$ cat src/rtl/irq_delay_pkg.sv
package irq_delay_pkg;
  typedef struct packed {
    logic clear;
    logic load;
    logic dec;
    logic post;
  } dlyStrobes_t;
endpackage

$ cat src/rtl/irq_delay_ctrl.sv
module irq_delay_ctrl
  import irq_delay_pkg::*;
(
  input  logic        clk,
  input  logic        rstN,
  input  logic        schedReq,
  input  logic        cancelReq,
  input  logic        fireNowReq,
  input  logic        srcEnable,
  input  logic        lastTick,
  output logic        armed,
  output dlyStrobes_t strb
);
  logic armedQ;
  logic expire;

  always_comb begin
    strb.clear = cancelReq;
    strb.load  = !cancelReq && schedReq;
    strb.dec   = !cancelReq && !schedReq && armedQ;
    expire     = strb.dec && lastTick;
    strb.post  = (expire || fireNowReq) && srcEnable;
  end

  always_ff @(posedge clk) begin
    if (!rstN)           armedQ <= 1'b0;
    else if (strb.clear) armedQ <= 1'b0;
    else if (strb.load)  armedQ <= 1'b1;
    else if (expire)     armedQ <= 1'b0;
  end

  assign armed = armedQ;
endmodule

$ cat src/rtl/irq_delay_dp.sv
module irq_delay_dp
  import irq_delay_pkg::*;
#(
  parameter int DelayCycles = 45,
  parameter int CntW = $clog2(DelayCycles + 1),
  parameter int AgeW = $clog2(DelayCycles + 2)
) (
  input  logic            clk,
  input  logic            rstN,
  input  dlyStrobes_t     strb,
  output logic            lastTick,
  output logic            firePulse,
  output logic [CntW-1:0] remaining,
  output logic [AgeW-1:0] sinceFire,
  output logic            windowOpen
);
  localparam logic [CntW-1:0] LoadVal = CntW'(DelayCycles);
  localparam logic [AgeW-1:0] AgeMax  = {AgeW{1'b1}};
  localparam logic [AgeW-1:0] AgeThr  = AgeW'(DelayCycles);

  logic [CntW-1:0] cntQ;
  logic [AgeW-1:0] ageQ;
  logic            fireQ;

  always_ff @(posedge clk) begin
    if (!rstN)           cntQ <= '0;
    else if (strb.clear) cntQ <= '0;
    else if (strb.load)  cntQ <= LoadVal;
    else if (strb.dec)   cntQ <= cntQ - 1'b1;
  end

  always_ff @(posedge clk) begin
    if (!rstN) begin
      fireQ <= 1'b0;
      ageQ  <= AgeMax;
    end else begin
      fireQ <= strb.post;
      if (strb.post)           ageQ <= '0;
      else if (ageQ != AgeMax) ageQ <= ageQ + 1'b1;
    end
  end

  assign lastTick   = (cntQ == CntW'(1));
  assign firePulse  = fireQ;
  assign remaining  = cntQ;
  assign sinceFire  = ageQ;
  assign windowOpen = (ageQ > AgeThr);
endmodule

$ cat src/rtl/irq_delay_timer.sv
module irq_delay_timer
  import irq_delay_pkg::*;
#(
  parameter int DelayCycles = 45,
  parameter int CntW = $clog2(DelayCycles + 1),
  parameter int AgeW = $clog2(DelayCycles + 2)
) (
  input  logic            clk,
  input  logic            rstN,
  input  logic            schedReq,
  input  logic            cancelReq,
  input  logic            fireNowReq,
  input  logic            srcEnable,
  output logic            firePulse,
  output logic            armed,
  output logic [CntW-1:0] remaining,
  output logic [AgeW-1:0] sinceFire,
  output logic            windowOpen
);
  dlyStrobes_t strb;
  logic        lastTick;

  irq_delay_ctrl u_ctrl (
    .clk(clk), .rstN(rstN), .schedReq(schedReq), .cancelReq(cancelReq),
    .fireNowReq(fireNowReq), .srcEnable(srcEnable), .lastTick(lastTick),
    .armed(armed), .strb(strb)
  );

  irq_delay_dp #(.DelayCycles(DelayCycles), .CntW(CntW), .AgeW(AgeW)) u_dp (
    .clk(clk), .rstN(rstN), .strb(strb), .lastTick(lastTick),
    .firePulse(firePulse), .remaining(remaining), .sinceFire(sinceFire),
    .windowOpen(windowOpen)
  );
endmodule

$ cat config.mk
export PLATFORM = sky130hd
export DESIGN_NAME = irq_delay_timer
export DESIGN_NICKNAME = d
export VERILOG_FILES = /design/src/rtl/irq_delay_pkg.sv /design/src/rtl/irq_delay_ctrl.sv /design/src/rtl/irq_delay_dp.sv /design/src/rtl/irq_delay_timer.sv
export SDC_FILE = /design/constraint.sdc
export NUM_CORES = 1
export LEC_CHECK = 0
export ABC_AREA = 0
export BUFFER_PORTS_ARGS = -buffer_cell sky130_fd_sc_hd__buf_2
export CAP_MARGIN = 5
export CORE_UTILIZATION = 52
export CTS_CLUSTER_SIZE = 40
export DETAILED_ROUTE_END_ITERATION = 8
export GPL_TIMING_DRIVEN = 0
export PLACE_DENSITY_LB_ADDON = 0.1
export SLEW_MARGIN = 20
export SYNTH_ARGS = -nofsm -noshare
export SYNTH_HDL_FRONTEND = slang
export SYNTH_SLANG_ARGS = --single-unit
export TNS_END_PERCENT = 20
$ cat constraint.sdc
create_clock -name clk -period 2.39 [get_ports clk]
set_clock_uncertainty 0.2 [all_clocks]
set_input_delay 0.239 -clock clk [delete_from_list [all_inputs] [get_ports clk]]
set_output_delay 0.239 -clock clk [all_outputs]
set_load 0.02 [all_outputs]
==> flow_summary.toml, run 1 <==
[cts]
cts_resized = 0
holdBufCountCts = 0
numCtsBuffers = 3
htree_levels = 1
cts_buffer_depth = 2
clock_latency_ps = 270
cts_tree = "done"
cts_setup_buffers = 0
root_buffer = "clkbuf_4"
clk_pin_slew_ps = 80
clock-sinks = 14

[setup_path]
crit_path_end_kind = "output port"
critPathLaunchType = "register"
crit_arrival_ps = 1470
crit_type = "register to output port"
worstPathMaxFanout = 6
cp_data_required_time_ps = 1950
rr_endpoint = "u_dp.sinceFire[5]"
r2r_slack_ps = 660
r2r_start = "u_dp.sinceFire[0]"
r2r_cells = 6

[sta]
period_minus_slack_ps = 1910
rsz0062_at_grt = "false"
fin_crit_sh_pct = 79.9
fmax_mhz = 524
finalSetupViolations = 0
finalMaxSlewViolations = 0
hold-worst-slack_ps = 5.72
worstMarginPinSlew_ps = 311
finalHoldViolations = 0
finalSetupTns_ps = 0
max-slew-margin-rel_pct = 78.7

[power]
switchingPower_uw = 251
powerDensity_nw_per_um2 = 839
sequentialPowerShare_pct = 42.3
power_leakage_nw = 0.388
swShare_pct = 35.3
intPower_uw = 461
ir_drop_mv = 0.444
comb_power_share_pct = 34.4
clkPwrFrac_pct = 23.3

[yosys]
synthSimpleGateAreaFrac_pct = 21.9
synth.area.mux_share_pct = 1.44
yosys.area_share.xor_xnor_pct = 8.81
syn_nets = 90
synth_top_family_by_area = "simple AND/OR/NAND/NOR gates"
synthAdderAreaFrac_pct = 8.99
syn_inst = 79
yosysUniqueCellTypes = 23
synth.yosys.seq_area_share_pct = 40.3
synth.cell_area_um2 = 696
yosysWarnings = 0
synth_area_per_cell_um2 = 8.81
ys_seq_elements = 14
synth-compound-area-share_pct = 15.1

[grt]
grt_max_degree = 9
grt-ovfl-total = 0
grt_pass1_vias = 507
grt_use_total_pct = 21.7
antenna_found_initial = 0
grt_pass1_wl_mm = 2.17

[floorplanning]
die_x_um = 38.6
die_area_um2 = 1490
rows = 12
core-area_um2 = 1170
start_util_pct = 59.4
die_h_um = 38.6
io_pins = 21

[job]
maxCapViolCount = 0

[cells_and_area]
area_delta_synth_final_pct = 22.1
seqCellArea_um2 = 280
multi_input_area_um2 = 392
fin_util_pct = 72.5
nets = 115
drive_gt1_share_pct = 27.2
n_antenna_cell = 0
nFillCells = 98

[route]
drtIter0Drc = 9
finalWirelength_mm = 1.29
dr.pass1.iters = 4
via_per_inst = 5.03
num_vias = 588
wl_per_cell_um = 11.0
post-route-drc-count = 0
antenna_left = 0

[place]
gp_congestion = 0.754
io_buffer_count = 20
dp_hpwl_mm = 1.00

[hold_path]
min_path_type = "input pin to register"
hold_start = "rstN"
hold_depth = 2
min_to = "u_dp.sinceFire[5]"

[outcome]
status = "finished clean"
-- per-layer routing --
| layer | track usage [%] | share of wire, % |
|---|---|---|
| met5 | 0 | 0 |
| met1 | 26.2 | 46 |
| met4 | 10.3 | 0.86 |
| met3 | 3.47 | 3.2 |
| met2 | 37.1 | 50 |
-- flip-flops by register name, indices dropped and copies added (netlist names) --
register	cells
u_dp.firePulse	1
u_dp.remaining	6
u_dp.sinceFire	6
u_ctrl.armed	1
-- worst max-delay path by stage --
stage	startpoint	endpoint	cells past startpoint
after floorplan	u_dp.sinceFire[1]	u_dp.sinceFire[1]	6
after global placement	u_dp.sinceFire[0]	u_dp.sinceFire[5]	6
after detailed placement	u_dp.sinceFire[0]	u_dp.sinceFire[5]	6
after CTS	u_dp.sinceFire[0]	windowOpen	5
after global routing	u_dp.sinceFire[0]	windowOpen	5
final	u_dp.sinceFire[0]	windowOpen	5
-- cell type report --
cell class | count | area share (%)
Inverter | 5 | 2.21
Clock buffer | 4 | 4.27
Tap cell | 14 | 2.06
Sequential cell | 14 | 33.0
Timing Repair Buffer | 20 | 11.8
Buffer | 1 | 0.589
Multi-Input combinational cell | 59 | 46.1
-- through the flow --
step	total power, mW	instance area, µm²	cells	worst slack (ps)
after global routing	0.760	850	117	339
after CTS	0.720	850	117	455
after global placement	0.547	813	113	685
final	0.712	850	117	481
after floorplan	0.484	696	79	662
after detailed placement	0.552	813	113	675
-- logic make-up after synthesis --
| kind of cell | Yosys count |
|---|---|
| XOR/XNOR | 7 |
| AND/OR/NAND/NOR | 29 |
| adder cells (fa/ha/maj) | 5 |
| buffers and inverters | 6 |
| flip-flops | 14 |
| multiplexers | 1 |
| AO/OA/AOI/OAI | 17 |
-- worst max-delay path: stages (launching register included) --
cell	delay, ps
dfxtp_1	430
inv_1	110
ha_1	200
nor3_1	190
o21a_1	120
buf_2	150
-- power by group through the flow --
| stage | registers, mW | clock network [mW] | logic, mW |
|---|---|---|---|
| after detailed placement | 0.307 | 0 | 0.245 |
| after global routing | 0.308 | 0.177 | 0.275 |
| after CTS | 0.302 | 0.170 | 0.248 |
| after global placement | 0.305 | 0 | 0.241 |
| after floorplan | 0.339 | 0 | 0.145 |
| final | 0.301 | 0.166 | 0.245 |
-- cells in the final DEF (no fill, tap or decap) --
master / instances
buf_2: 21
dfxtp_1: 14
o21ai_1: 7
nand2_1: 6
nor2_1: 6
inv_1: 5
nor3_1: 5
a21oi_1: 5
nand3_1: 5
ha_1: 5
xor2_1: 4
xnor2_1: 3
clkbuf_4: 3
o21a_1: 2
and3_1: 2
nand2b_1: 1
nor3b_4: 1
o21ai_4: 1
and2_1: 1
nand3b_1: 1
o21ai_0: 1
or2_2: 1
mux2i_1: 1
a2111oi_0: 1
clkbuf_8: 1
-- cell usage after synthesis (all sizes together) --
| library cell | number | share of area [%] |
|---|---|---|
| dfxtp | 14 | 40 |
| o21ai | 9 | 8.1 |
| nand2 | 6 | 3.2 |
| nor2 | 6 | 3.2 |
| a21oi | 5 | 3.6 |
| ha | 5 | 9.0 |
| inv | 5 | 2.7 |
| nand3 | 5 | 3.6 |
| nor3 | 5 | 3.6 |
| xor2 | 4 | 5.0 |
| xnor2 | 3 | 3.8 |
| and3 | 2 | 1.8 |
| o21a | 2 | 2.2 |
| a2111oi | 1 | 1.3 |
| and2 | 1 | 0.90 |
| buf | 1 | 0.72 |
| mux2i | 1 | 1.4 |
| nand2b | 1 | 0.90 |
| nand3b | 1 | 1.1 |
| nor3b | 1 | 2.7 |
| or2 | 1 | 0.90 |
Power figures use the tool's default switching activity.
==> run 2, diff against run 1 <==
- CORE_ASPECT_RATIO: unset -> 1.1
- CORE_UTILIZATION: 52 -> 43
- clock period: 2.39 -> 1.58 ns (I/O delays scaled with it)
==> run 2 against run 1 <==
- clock power increased by 53%
- non-clock buffer count increased by 5
- final cell count up 6.0%
- first-iteration DRC count shrank 44%
- count of clock-buffer cells in the layout unchanged
- setup slack lost 570 ps
- hold slack gained 16 ps
- the run now ends with negative setup slack left
- register-to-register slack worse by 750 ps
==> flow_summary.toml, run 2 (synthesis gave the netlist of run 1 again) <==
[outcome]
status = "finished, violations left"
violations = "negative setup slack"

[sta]
rsz0062_at_grt = "true"
max-slew-margin-rel_pct = 79.2
fmax_mhz = 599
setup_slack_ps = -90.2
fin_crit_sh_pct = 106
finalHoldViolations = 0
finalMaxSlewViolations = 0
period_minus_slack_ps = 1670
hold-worst-slack_ps = 21.8
worstMarginPinSlew_ps = 305
finalSetupViolations = 5

[route]
num_vias = 624
antenna_left = 0
post-route-drc-count = 0
wl_per_cell_um = 11.5
via_per_inst = 5.03
drtIter0Drc = 5
finalWirelength_mm = 1.42
dr.pass1.iters = 2

[floorplanning]
start_util_pct = 48.4
rows = 14
die_x_um = 40.4
die_area_um2 = 1780
die_h_um = 44.2
io_pins = 21
core-area_um2 = 1440

[setup_path]
slowest_delay_ps = 410
crit_arrival_ps = 1640
crit_path_end_kind = "register"
crit_type = "register to register"
critPathLaunchType = "register"
path_cells = "ha_2 > and3_4 > and3_1 > buf_4 > mux2i_1 > o21ai_1"
cp_slowest_cell = "dfxtp_4"
worstPathMaxFanout = 5
cp_data_required_time_ps = 1550

[power]
comb_power_share_pct = 41.5
powerDensity_nw_per_um2 = 1270
clkPwrFrac_pct = 20.4
intPower_uw = 799
ir_drop_mv = 0.720
power_leakage_nw = 0.417
swShare_pct = 35.7
switchingPower_uw = 444
sequentialPowerShare_pct = 38.0

[cells_and_area]
drive_gt1_share_pct = 39.8
fin_util_pct = 67.9
final_common_cell = "buf_2"
final_cells = 124
nets = 120
stdcell_area_um2 = 976
area_delta_synth_final_pct = 40.3
n_antenna_cell = 0
final_cell_mix = "buf_2, dfxtp_1, nand2_1, nor2_1, o21ai_1"

[grt]
grt_use_total_pct = 17.9
grt_pass1_vias = 536
grt_max_degree = 9
antenna_found_initial = 0
grt_pass1_wl_mm = 2.15
grt-ovfl-total = 0

[cts]
htree_levels = 1
cts_buffer_depth = 2
cts_tree = "done"
root_buffer = "clkbuf_4"
clock_latency_ps = 280
numCtsBuffers = 3
clock-sinks = 14
clk_pin_slew_ps = 80

[job]
maxCapViolCount = 0

[place]
dp.cells = 115
dp_hpwl_mm = 1.00
place_ws_ps = -44.0
io_buffer_count = 20
placed_area_um2 = 833
gp_congestion = 0.733

[hold_path]
min_path_type = "input pin to register"
[run 2: cell types whose count changed in the layout (fill, tap and decap cells not counted), sizes merged]
cell,before,now
dlygate4sd3,0,2
buf,21,24
[run 2: worst max-delay path, delay by kind of cell (launching register included)]
| family | cells | cell delay (ps) |
|---|---|---|
| flip-flops | 1 | 410 |
| multiplexers | 1 | 190 |
| adder cells (fa/ha/maj) | 1 | 200 |
| AO/OA/AOI/OAI | 1 | 70 |
| buffers and inverters | 1 | 150 |
| AND/OR/NAND/NOR | 2 | 340 |
[run 2: routing by layer]
layer,global-route usage (%),share of wire [%]
met3,3.02,3.0
met4,12.0,2.8
met2,31.1,52
met5,0,0
met1,18.5,42
[run 2: cell type report]
class / count / area, µm²
Buffer: 1 / 7.51
Clock buffer: 4 / 36.3
Fill cell: 125 / 460
Inverter: 5 / 23.8
Multi-Input combinational cell: 59 / 452
Sequential cell: 14 / 288
Tap cell: 16 / 20.0
Timing Repair Buffer: 25 / 149
[run 2: path summary, 6_finish.rpt]
| kind | from | end | slack (ps) | cells after the start |
|---|---|---|---|---|
| setup reg to reg | u_dp.sinceFire[0] | u_dp.sinceFire[1] | -90 | 6 |
| setup / recovery | u_dp.sinceFire[0] | u_dp.sinceFire[1] | -90 | 6 |
| hold / removal | fireNowReq | u_dp.sinceFire[0] | 20 | 4 |
| hold reg to reg | u_dp.remaining[1] | u_dp.remaining[1] | 340 | 2 |
[run 2: what timing repair did]
action,CTS,global route
pin swaps,3,3
hold buffers,2,0
buffers inserted,3,0
gates resized for setup,12,3
setup endpoints to repair,5,8
endpoints found under the hold margin,10,0
[run 2: power groups by stage]
stage	clock [mW]	sequential (mW)	combinational (mW)
final	0.254	0.472	0.516
after global routing	0.284	0.481	0.573
after CTS	0.263	0.470	0.476
after detailed placement	0	0.471	0.387
after global placement	0	0.470	0.382
after floorplan	0	0.520	0.233
[run 2: through the flow]
step	TNS, ps	total power, mW
after global placement	-120	0.852
after global routing	-634	1.34
after CTS	-278	1.21
final	-241	1.24
after floorplan	-3.31	0.753
after detailed placement	-124	0.857
==> run 3, diff against run 2 <==
- CORE_UTILIZATION: 43 -> 48
- clock period: 1.58 -> 1.6 ns (I/O delays scaled with it)
==> run 3 against run 2 <==
- hold slack improved by 8.9 ps
- sequential share of layout area is 0.11 points lower
- flip-flop and latch count unchanged
- count of clock-buffer cells in the layout stayed put
- the flow still finishes with violations (negative setup slack)
- setup slack gained 37 ps
- global-route usage grew 3.7 points
- core utilization increased by 3.8 points
- combinational power about the same
- largest power group unchanged
- via count up 2.9%
- die area is 9.9% lower
- non-clock buffer count is 1 higher
- routed wire length down 0.35%
==> flow_summary.toml, run 3 (synthesis gave the netlist of run 1 again) <==
[outcome]
status = "finished, violations left"
violations = "negative setup slack"

[route]
wl_per_cell_um = 11.3
dr.pass1.iters = 2
finalWirelength_mm = 1.42
drtIter0Drc = 5
num_vias = 642
via_per_inst = 5.14
antenna_left = 0
post-route-drc-count = 0

[setup_path]
r2r_slack_ps = 10
critPathBufInv = 2
cp_slowest_cell = "dfxtp_4"
slowest_delay_ps = 390
crit_path_end_kind = "output port"
r2r_start = "u_dp.sinceFire[0]"
cp_top_family = "flip-flops"
worstPathMaxFanout = 4
cp_data_required_time_ps = 1240
crit_start = "u_dp.sinceFire[1]"
critPathLaunchType = "register"
crit_arrival_ps = 1290
path_cells = "inv_4 > ha_4 > nor3_4 > o21a_1 > buf_6"
r2r_cells = 6
rr_endpoint = "u_dp.sinceFire[1]"
crit_type = "register to output port"

[cts]
htree_levels = 1
clk_pin_slew_ps = 80
numCtsBuffers = 3
cts_buffer_depth = 2
root_buffer = "clkbuf_4"
clock_latency_ps = 270
clock-sinks = 14
cts_tree = "done"

[power]
power_leakage_nw = 0.414
finalPower_mw = 1.19
ir_drop_mv = 0.772
switchingPower_uw = 434
swShare_pct = 36.6
sequentialPowerShare_pct = 39.6
powerDensity_nw_per_um2 = 1210
comb_power_share_pct = 43.2
intPower_uw = 753
clkPwrFrac_pct = 17.2

[place]
dp_hpwl_mm = 1.02
gp_congestion = 0.734
placed_area_um2 = 828
place_ws_ps = -83.3
io_buffer_count = 20

[floorplanning]
io_pins = 21
die_h_um = 41.9
core-area_um2 = 1370
rows = 14
die_x_um = 38.3
start_util_pct = 50.9
die_area_um2 = 1610

[sta]
finalHoldViolations = 0
fin_crit_sh_pct = 103
finalSetupTns_ps = -53.5
rsz0062_at_grt = "true"
setup_slack_ps = -53.5
worstMarginPinSlew_ps = 281
finalSetupViolations = 1
fmax_mhz = 605
finalMaxSlewViolations = 0
period_minus_slack_ps = 1650
max-slew-margin-rel_pct = 81.2

[grt]
grt_pass1_vias = 605
grt_pass1_wl_mm = 2.43
grt-ovfl-total = 0
grt_use_total_pct = 21.6
antenna_found_initial = 0
grt_max_degree = 9

[cells_and_area]
final_cell_mix = "buf_2, dfxtp_1, o21ai_1"
stdcell_area_um2 = 980
multi_input_area_um2 = 454
nets = 121
n_antenna_cell = 0
seqCellArea_um2 = 288
drive_gt1_share_pct = 38.5
nFillCells = 111
fin_util_pct = 71.7
area_delta_synth_final_pct = 40.8
final_common_cell = "buf_2"

[job]
maxCapViolCount = 0

[hold_path]
min_to = "u_dp.sinceFire[0]"
min_path_type = "input pin to register"
hold_start = "fireNowReq"
hold_depth = 4
## run 3: per-stage QoR
stage	hold slack, ps	cells
after detailed placement	214	115
after floorplan	38.3	79
final	30.7	125
after CTS	34.9	124
after global placement	210	115
after global routing	58.3	125
## run 3: tightest hold or removal path: stages
cell	delay (ps)
buf_2	80
nand2_1	70
o21ai_4	100
o21ai_1	70
## run 3: layout make-up
type,count,share of cell area [%]
multi-input cells,59,46.4
flip-flops and latches,14,29.4
repair buffers,26,16.0
clock buffers,4,2.68
inverters,5,2.43
well taps,16,2.04
plain buffers,1,1.15
## run 3: per-layer routing
metal  global-route usage (%)  vias to the layer above  share of wire (%)
met4                     10.7                        0                1.9
met1                     23.2                      293                 41
met3                     3.21                        4                3.1
met2                     38.6                       15                 54
li1                         -                      330                  -
met5                        0                        -                  0
## run 3: worst max path at each step
stage	endpoint	slack (ps)	depth (start not counted)
4_1_cts	windowOpen	-60	5
6_report	windowOpen	-50	5
3_5_place_dp	u_dp.sinceFire[5]	-80	6
3_3_place_gp	u_dp.sinceFire[5]	-60	6
2_1_floorplan	u_dp.sinceFire[5]	-9	6
5_1_grt	windowOpen	-110	5
## run 3: repair_timing
action | 4_1_cts | 5_1_grt
buffers inserted | 3 | 1
resized for setup | 14 | 5
endpoints found under the setup margin | 6 | 10
hold endpoints to repair | 9 | 0
pin swaps | 2 | 3
hold buffers | 2 | 0
## run 3: power by group through the flow
stage	Combinational, mW	Sequential (mW)	Clock, mW
final	0.513	0.470	0.204
after global routing	0.574	0.477	0.229
after CTS	0.479	0.463	0.211
after detailed placement	0.381	0.465	0
after global placement	0.369	0.464	0
after floorplan	0.225	0.513	0
